File: config.mk
export PLATFORM = sky130hd
export DESIGN_NAME = cfgbus_i2c_slave
export DESIGN_NICKNAME = d
export VERILOG_FILES = /design/src/rtl/cfgbus_pkg.sv /design/src/rtl/cfgbus_sync.sv /design/src/rtl/cfgbus_regfile.sv /design/src/rtl/cfgbus_link.sv /design/src/rtl/cfgbus_i2c_slave.sv
export SDC_FILE = /design/constraint.sdc
export NUM_CORES = 1
export LEC_CHECK = 0
export ABC_CLOCK_PERIOD_IN_PS = 2730
export BUFFER_PORTS_ARGS = -buffer_cell sky130_fd_sc_hd__buf_2
export CAP_MARGIN = 20
export CORE_UTILIZATION = 30
export CTS_BUF_LIST = sky130_fd_sc_hd__clkbuf_8
export CTS_CLUSTER_SIZE = 25
export DETAILED_ROUTE_END_ITERATION = 8
export RECOVER_POWER = 50
export SKIP_LAST_GASP = 1
export SLEW_MARGIN = 20
export SYNTH_ARGS = -nofsm -noshare
export SYNTH_HDL_FRONTEND = slang
export SYNTH_HIERARCHICAL = 1
export SYNTH_SLANG_ARGS = --single-unit
export TNS_END_PERCENT = 10
File: constraint.sdc
create_clock -name clk -period 2.73 [get_ports clk]
set_input_delay 0.1365 -clock clk [delete_from_list [all_inputs] [get_ports clk]]
set_output_delay 0.1365 -clock clk [all_outputs]
set_load 0.01 [all_outputs]
File: src/rtl/cfgbus_pkg.sv
package cfgbus_pkg;

  localparam int BYTE_W = 8;

  typedef enum logic [2:0] {
    ST_IDLE,
    ST_ADDR,
    ST_PTR,
    ST_WDATA,
    ST_ACK,
    ST_TX,
    ST_MACK
  } bus_state_e;

  function automatic logic [7:0] reset_value(input int idx);
    case (idx)
      0:  reset_value = 8'h80;
      1:  reset_value = 8'h23;
      2:  reset_value = 8'h02;
      3:  reset_value = 8'hF6;
      4:  reset_value = 8'h84;
      5:  reset_value = 8'h01;
      6:  reset_value = 8'hC0;
      7:  reset_value = 8'hCC;
      8:  reset_value = 8'h4B;
      11: reset_value = 8'h08;
      default: reset_value = 8'h00;
    endcase
  endfunction

endpackage

File: src/rtl/cfgbus_sync.sv
module cfgbus_sync #(
  parameter int STAGES = 2
) (
  input  logic clk,
  input  logic rst,
  input  logic din,
  output logic level,
  output logic rise,
  output logic fall
);
  logic [STAGES:0] pipe;

  always_ff @(posedge clk) begin
    if (rst) pipe <= '1;
    else     pipe <= {pipe[STAGES-1:0], din};
  end

  assign level = pipe[STAGES-1];
  assign rise  = pipe[STAGES-1] & ~pipe[STAGES];
  assign fall  = ~pipe[STAGES-1] & pipe[STAGES];
endmodule

File: src/rtl/cfgbus_regfile.sv
module cfgbus_regfile
  import cfgbus_pkg::*;
#(
  parameter int NUM_WR    = 12,
  parameter int TRIG_ADDR = 4
) (
  input  logic                     clk,
  input  logic                     rst,
  input  logic                     wr_en,
  input  logic [7:0]               wr_addr,
  input  logic [7:0]               wr_data,
  input  logic [7:0]               rd_addr,
  input  logic [6:0]               stat_lo,
  input  logic [7:0]               stat_hi,
  input  logic                     por_clr,
  output logic [7:0]               rd_data,
  output logic [NUM_WR*BYTE_W-1:0] cfg_flat,
  output logic                     cal_pulse
);
  localparam logic [7:0] STAT0 = 8'(NUM_WR);
  localparam logic [7:0] STAT1 = 8'(NUM_WR + 1);
  localparam logic [7:0] TRIG  = 8'(TRIG_ADDR);

  logic por_q;

  for (genvar g = 0; g < NUM_WR; g++) begin : g_reg
    localparam logic [7:0] RV = reset_value(g);
    logic [7:0] q;
    always_ff @(posedge clk) begin
      if (rst)                              q <= RV;
      else if (wr_en && wr_addr == 8'(g))   q <= wr_data;
    end
    assign cfg_flat[g*BYTE_W +: BYTE_W] = q;
  end

  always_ff @(posedge clk) begin
    if (rst) begin
      por_q     <= 1'b1;
      cal_pulse <= 1'b0;
    end else begin
      if (por_clr) por_q <= 1'b0;
      cal_pulse <= wr_en && (wr_addr == TRIG);
    end
  end

  always_comb begin
    rd_data = 8'h00;
    for (int k = 0; k < NUM_WR; k++) begin
      if (rd_addr == 8'(k)) rd_data = cfg_flat[k*BYTE_W +: BYTE_W];
    end
    if (rd_addr == STAT0) rd_data = {por_q, stat_lo};
    if (rd_addr == STAT1) rd_data = stat_hi;
  end
endmodule

File: src/rtl/cfgbus_link.sv
module cfgbus_link
  import cfgbus_pkg::*;
#(
  parameter logic [5:0] DEV_HI    = 6'b110000,
  parameter int         STAT_ADDR = 12
) (
  input  logic       clk,
  input  logic       rst,
  input  logic       scl,
  input  logic       scl_rise,
  input  logic       scl_fall,
  input  logic       sda,
  input  logic       sda_rise,
  input  logic       sda_fall,
  input  logic       addr_sel,
  input  logic [7:0] rd_data,
  output logic       sda_oe,
  output logic       wr_en,
  output logic [7:0] wr_addr,
  output logic [7:0] wr_data,
  output logic [7:0] ptr,
  output logic       por_clr
);
  localparam logic [7:0] STAT = 8'(STAT_ADDR);

  bus_state_e state, nxt;
  logic [3:0] cnt;
  logic [7:0] sh;
  logic [7:0] tx;
  logic       mack;
  logic       st_read;

  wire start_c = scl & sda_fall;
  wire stop_c  = scl & sda_rise;

  always_ff @(posedge clk) begin
    wr_en   <= 1'b0;
    por_clr <= 1'b0;
    if (rst) begin
      state   <= ST_IDLE;
      nxt     <= ST_IDLE;
      cnt     <= '0;
      sh      <= '0;
      tx      <= '0;
      mack    <= 1'b0;
      st_read <= 1'b0;
      sda_oe  <= 1'b0;
      ptr     <= '0;
      wr_addr <= '0;
      wr_data <= '0;
    end else if (start_c) begin
      state  <= ST_ADDR;
      cnt    <= '0;
      sda_oe <= 1'b0;
    end else if (stop_c) begin
      state   <= ST_IDLE;
      sda_oe  <= 1'b0;
      por_clr <= st_read;
      st_read <= 1'b0;
    end else begin
      case (state)
        ST_ADDR, ST_PTR, ST_WDATA: begin
          if (scl_rise && cnt < 4'd8) begin
            sh  <= {sh[6:0], sda};
            cnt <= cnt + 4'd1;
          end else if (scl_fall && cnt == 4'd8) begin
            cnt <= '0;
            if (state == ST_ADDR) begin
              if (sh[7:1] == {DEV_HI, addr_sel}) begin
                sda_oe <= 1'b1;
                nxt    <= sh[0] ? ST_TX : ST_PTR;
                state  <= ST_ACK;
              end else begin
                state <= ST_IDLE;
              end
            end else if (state == ST_PTR) begin
              ptr    <= sh;
              sda_oe <= 1'b1;
              nxt    <= ST_WDATA;
              state  <= ST_ACK;
            end else begin
              wr_en   <= 1'b1;
              wr_addr <= ptr;
              wr_data <= sh;
              ptr     <= ptr + 8'd1;
              sda_oe  <= 1'b1;
              nxt     <= ST_WDATA;
              state   <= ST_ACK;
            end
          end
        end
        ST_ACK: begin
          if (scl_fall) begin
            cnt <= '0;
            if (nxt == ST_TX) begin
              tx     <= rd_data;
              sda_oe <= ~rd_data[7];
              ptr    <= ptr + 8'd1;
              if (ptr == STAT) st_read <= 1'b1;
            end else begin
              sda_oe <= 1'b0;
            end
            state <= nxt;
          end
        end
        ST_TX: begin
          if (scl_rise) cnt <= cnt + 4'd1;
          if (scl_fall) begin
            if (cnt == 4'd8) begin
              sda_oe <= 1'b0;
              state  <= ST_MACK;
            end else begin
              tx     <= {tx[6:0], 1'b0};
              sda_oe <= ~tx[6];
            end
          end
        end
        ST_MACK: begin
          if (scl_rise) mack <= ~sda;
          if (scl_fall) begin
            cnt <= '0;
            if (mack) begin
              tx     <= rd_data;
              sda_oe <= ~rd_data[7];
              ptr    <= ptr + 8'd1;
              if (ptr == STAT) st_read <= 1'b1;
              state  <= ST_TX;
            end else begin
              state <= ST_IDLE;
            end
          end
        end
        default: ;
      endcase
    end
  end
endmodule

File: src/rtl/cfgbus_i2c_slave.sv
module cfgbus_i2c_slave
  import cfgbus_pkg::*;
#(
  parameter int NUM_WR      = 12,
  parameter int TRIG_ADDR   = 4,
  parameter int SYNC_STAGES = 2
) (
  input  logic                     clk,
  input  logic                     rst,
  input  logic                     scl_i,
  input  logic                     sda_i,
  input  logic                     addr_sel,
  input  logic [6:0]               stat_lo_i,
  input  logic [7:0]               stat_hi_i,
  output logic                     sda_oe,
  output logic [NUM_WR*BYTE_W-1:0] cfg_o,
  output logic                     cal_start
);
  logic scl_l, scl_r, scl_f;
  logic sda_l, sda_r, sda_f;
  logic wr_en, por_clr;
  logic [7:0] wr_addr, wr_data, ptr, rd_data;

  cfgbus_sync #(.STAGES(SYNC_STAGES)) u_scl (
    .clk(clk), .rst(rst), .din(scl_i), .level(scl_l), .rise(scl_r), .fall(scl_f));

  cfgbus_sync #(.STAGES(SYNC_STAGES)) u_sda (
    .clk(clk), .rst(rst), .din(sda_i), .level(sda_l), .rise(sda_r), .fall(sda_f));

  cfgbus_link #(.STAT_ADDR(NUM_WR)) u_link (
    .clk(clk), .rst(rst),
    .scl(scl_l), .scl_rise(scl_r), .scl_fall(scl_f),
    .sda(sda_l), .sda_rise(sda_r), .sda_fall(sda_f),
    .addr_sel(addr_sel), .rd_data(rd_data),
    .sda_oe(sda_oe), .wr_en(wr_en), .wr_addr(wr_addr), .wr_data(wr_data),
    .ptr(ptr), .por_clr(por_clr));

  cfgbus_regfile #(.NUM_WR(NUM_WR), .TRIG_ADDR(TRIG_ADDR)) u_rf (
    .clk(clk), .rst(rst),
    .wr_en(wr_en), .wr_addr(wr_addr), .wr_data(wr_data),
    .rd_addr(ptr), .stat_lo(stat_lo_i), .stat_hi(stat_hi_i),
    .por_clr(por_clr), .rd_data(rd_data),
    .cfg_flat(cfg_o), .cal_pulse(cal_start));
endmodule

==> metrics.txt <==
number of vias per cell about 5.5; share of the synthesized area in the top cell type 0.401; critical path class input port to flop; Worst Tran Pin Value approximately 1600 ps; cell count after synthesis about 950; total number of vias about 7,700; dpl hpwl roughly 19,000 µm; Post-DRT Antenna Nets 0; area grow syn2layout 16.0%; IO Count roughly 120; most common cell in the netlist dfxtp_1; Routed Wire Length 26,500 µm; post-synth top area cell dfxtp_1; Die Ht about 160 µm; clock tree from TritonCTS done; Max-slew headroom -0.0697; CORE AREA approximately 25,000 µm²; Tot GR Track Use 0.196; crit end category flop; clock transition at the registers of the reported paths ~90 ps; clock buffer count from CTS 17; Tot Pwr approximately 4.3 mW; outcome finished, violations left; max_cap viols 1; Startpoint Class input port; Final Instance Area roughly 9100 µm²; Pre-antenna DRT Iters 5; Cells after DPL 1,356; layout filler cell count roughly 2,700; Die Span X approximately 160 µm; antenna violations before repair 0; violated checks max-capacitance violations, max-slew violations; nets@finish around 1,100; Seq cells post-synth 158; DR iter-0 viols approximately 740; CTS max path bufs 2; max incr delay on CP approximately 1200 ps; routed length per instance between 15 and 20 µm; Initial Util 0.309; Netlist cell types 85; ratio of cells with drive above 1 in the final layout 0.115; maximum vdd drop just under 0.3 mV; CTS sink cnt ~160; Final Hold Fails 0; Final TNS setup 0 ps; worst hold slack around 300 ps; Critical-path top delay cell clkbuf_2; Synth top cells by count dfxtp_1, nand2_1, a21oi_1; Top FF cell, synth dfxtp_1; grt ovf 0; Pwr Density about 470 nW/µm²; post-route clock period utilization 0.920; Yosys Warn Count 6; cell area after placement 8840 µm²; Layout Skew 26.9 ps; final core occ 0.359; Max Fclk 398 MHz; Tmin final approximately 2500 ps; leakage about 3.3 nW; full die area 26,900 µm²; H-tree levels 4; largest cells by area after synthesis dfxtp_1, nand2_1, mux2i_1; # rows 58; WP data required about 3000 ps; Synth Net Count just under 1,000; max-slew violation count slightly below 80; crit path DAT approximately 2800 ps; RSZ-0062 raised after global routing no; fraction of the yosys area taken by sequential cells 0.401; Netlist Area Pre-Place 7880 µm²; syn_area_per_cell between 8 and 9 µm²; port buffer count 117; Worst-Skew Late Latency ~470 ps; final setup violation count 0; worst-path maximum fanout roughly 80; DRC viols 0; Critical Path, Cell by Cell dlygate4sd3_1, clkbuf_1, clkbuf_2, a311o_1, o31ai_1; pre-CTS WS around 280 ps; worst min path class input port to flop; pin count of the biggest net entering global routing 79; fin cells 1,391; n_diodes 0; Synth async-reset ratio 0; Root Buffer clkbuf_8; vias in the first global route a little under 7,000; Post-synth EDFFs 0; first-pass GRT wire length 40,100 µm; final worst slack between 200 and 250 ps; GPL Wtd Cong just over 0.9
## metal layers
layer,track usage,wire [µm]
met5,0,0
met4,0.0421,272
met2,0.296,11900
met1,0.283,12400
met3,0.0399,2000
## cell type report
class	instances	area [µm²]	share of cell area
inverters	18	67.6	0.00739
clock buffers	17	234	0.0256
repair buffers	160	800	0.0875
clock inverters	15	193	0.0211
flip-flops and latches	158	3160	0.346
well taps	330	413	0.0452
multi-input cells	693	4270	0.467
## cell families (layout without fill, tap and decap cells)
logic type      after synthesis  count (layout)  synth area share
compound gates              236             236             0.196
simple gates                376             376             0.237
mux                          76              76             0.105
buf+inv                      94             210            0.0533
fa+ha+maj                     4               4           0.00635
flops                       158             158             0.401
xor+xnor                      1               1           0.00111
## repair_timing
item / in CTS / in global routing
buffers inserted: 0 / 0
hold buffers: 3 / 0
endpoints found under the hold margin: 11 / 0
gates resized for setup: 0 / 0
## cell usage in the layout (no fill, tap or decap), drive strengths merged, types with 5 or more instances in the layout
| master | instances |
|---|---|
| a211oi | 6 |
| a21oi | 89 |
| a22oi | 5 |
| a311oi | 11 |
| a31oi | 13 |
| buf | 57 |
| clkbuf | 117 |
| clkinv | 7 |
| dfxtp | 158 |
| inv | 23 |
| mux2 | 14 |
| mux2i | 58 |
| nand2 | 156 |
| nand2b | 10 |
| nand3 | 74 |
| nand3b | 11 |
| nor2 | 59 |
| nor2b | 11 |
| nor3 | 9 |
| o211ai | 7 |
| o21ai | 30 |
| o22ai | 15 |
| or2 | 7 |
## final timing paths
path / from / endpoint / slack, ps / depth (start not counted)
min: stat_lo_i[0] / u_link/tx[0] / 300 / 5
max: rst / u_link/ptr[6] / 220 / 5
min reg2reg: u_scl/pipe[0] / u_scl/pipe[1] / 420 / 1
max reg2reg: u_link/ptr[5] / u_link/tx[6] / 240 / 7
## registers in the layout (all words and copies together) (netlist names), 3 cells and up
register        cells
u_link/cnt          4
u_link/nxt          3
u_link/ptr          8
u_link/sh           8
u_link/state        3
u_link/tx           7
u_link/wr_addr      8
u_link/wr_data      8
u_rf/g.q           96
u_scl/pipe          3
u_sda/pipe          3
## report_power, final
part	internal (mW)	leakage [nW]	switching, mW
clock network	0.788	0.208	1.06
registers	2.31	1.27	0.00338
logic	0.0352	1.84	0.0782
## worst max-delay path, delay by kind of cell
| family | cells | cell delay (ps) |
|---|---|---|
| AO/OA/AOI/OAI | 2 | 310 |
| buffers and inverters | 3 | 2260 |
(Power assumes the default switching activity.)
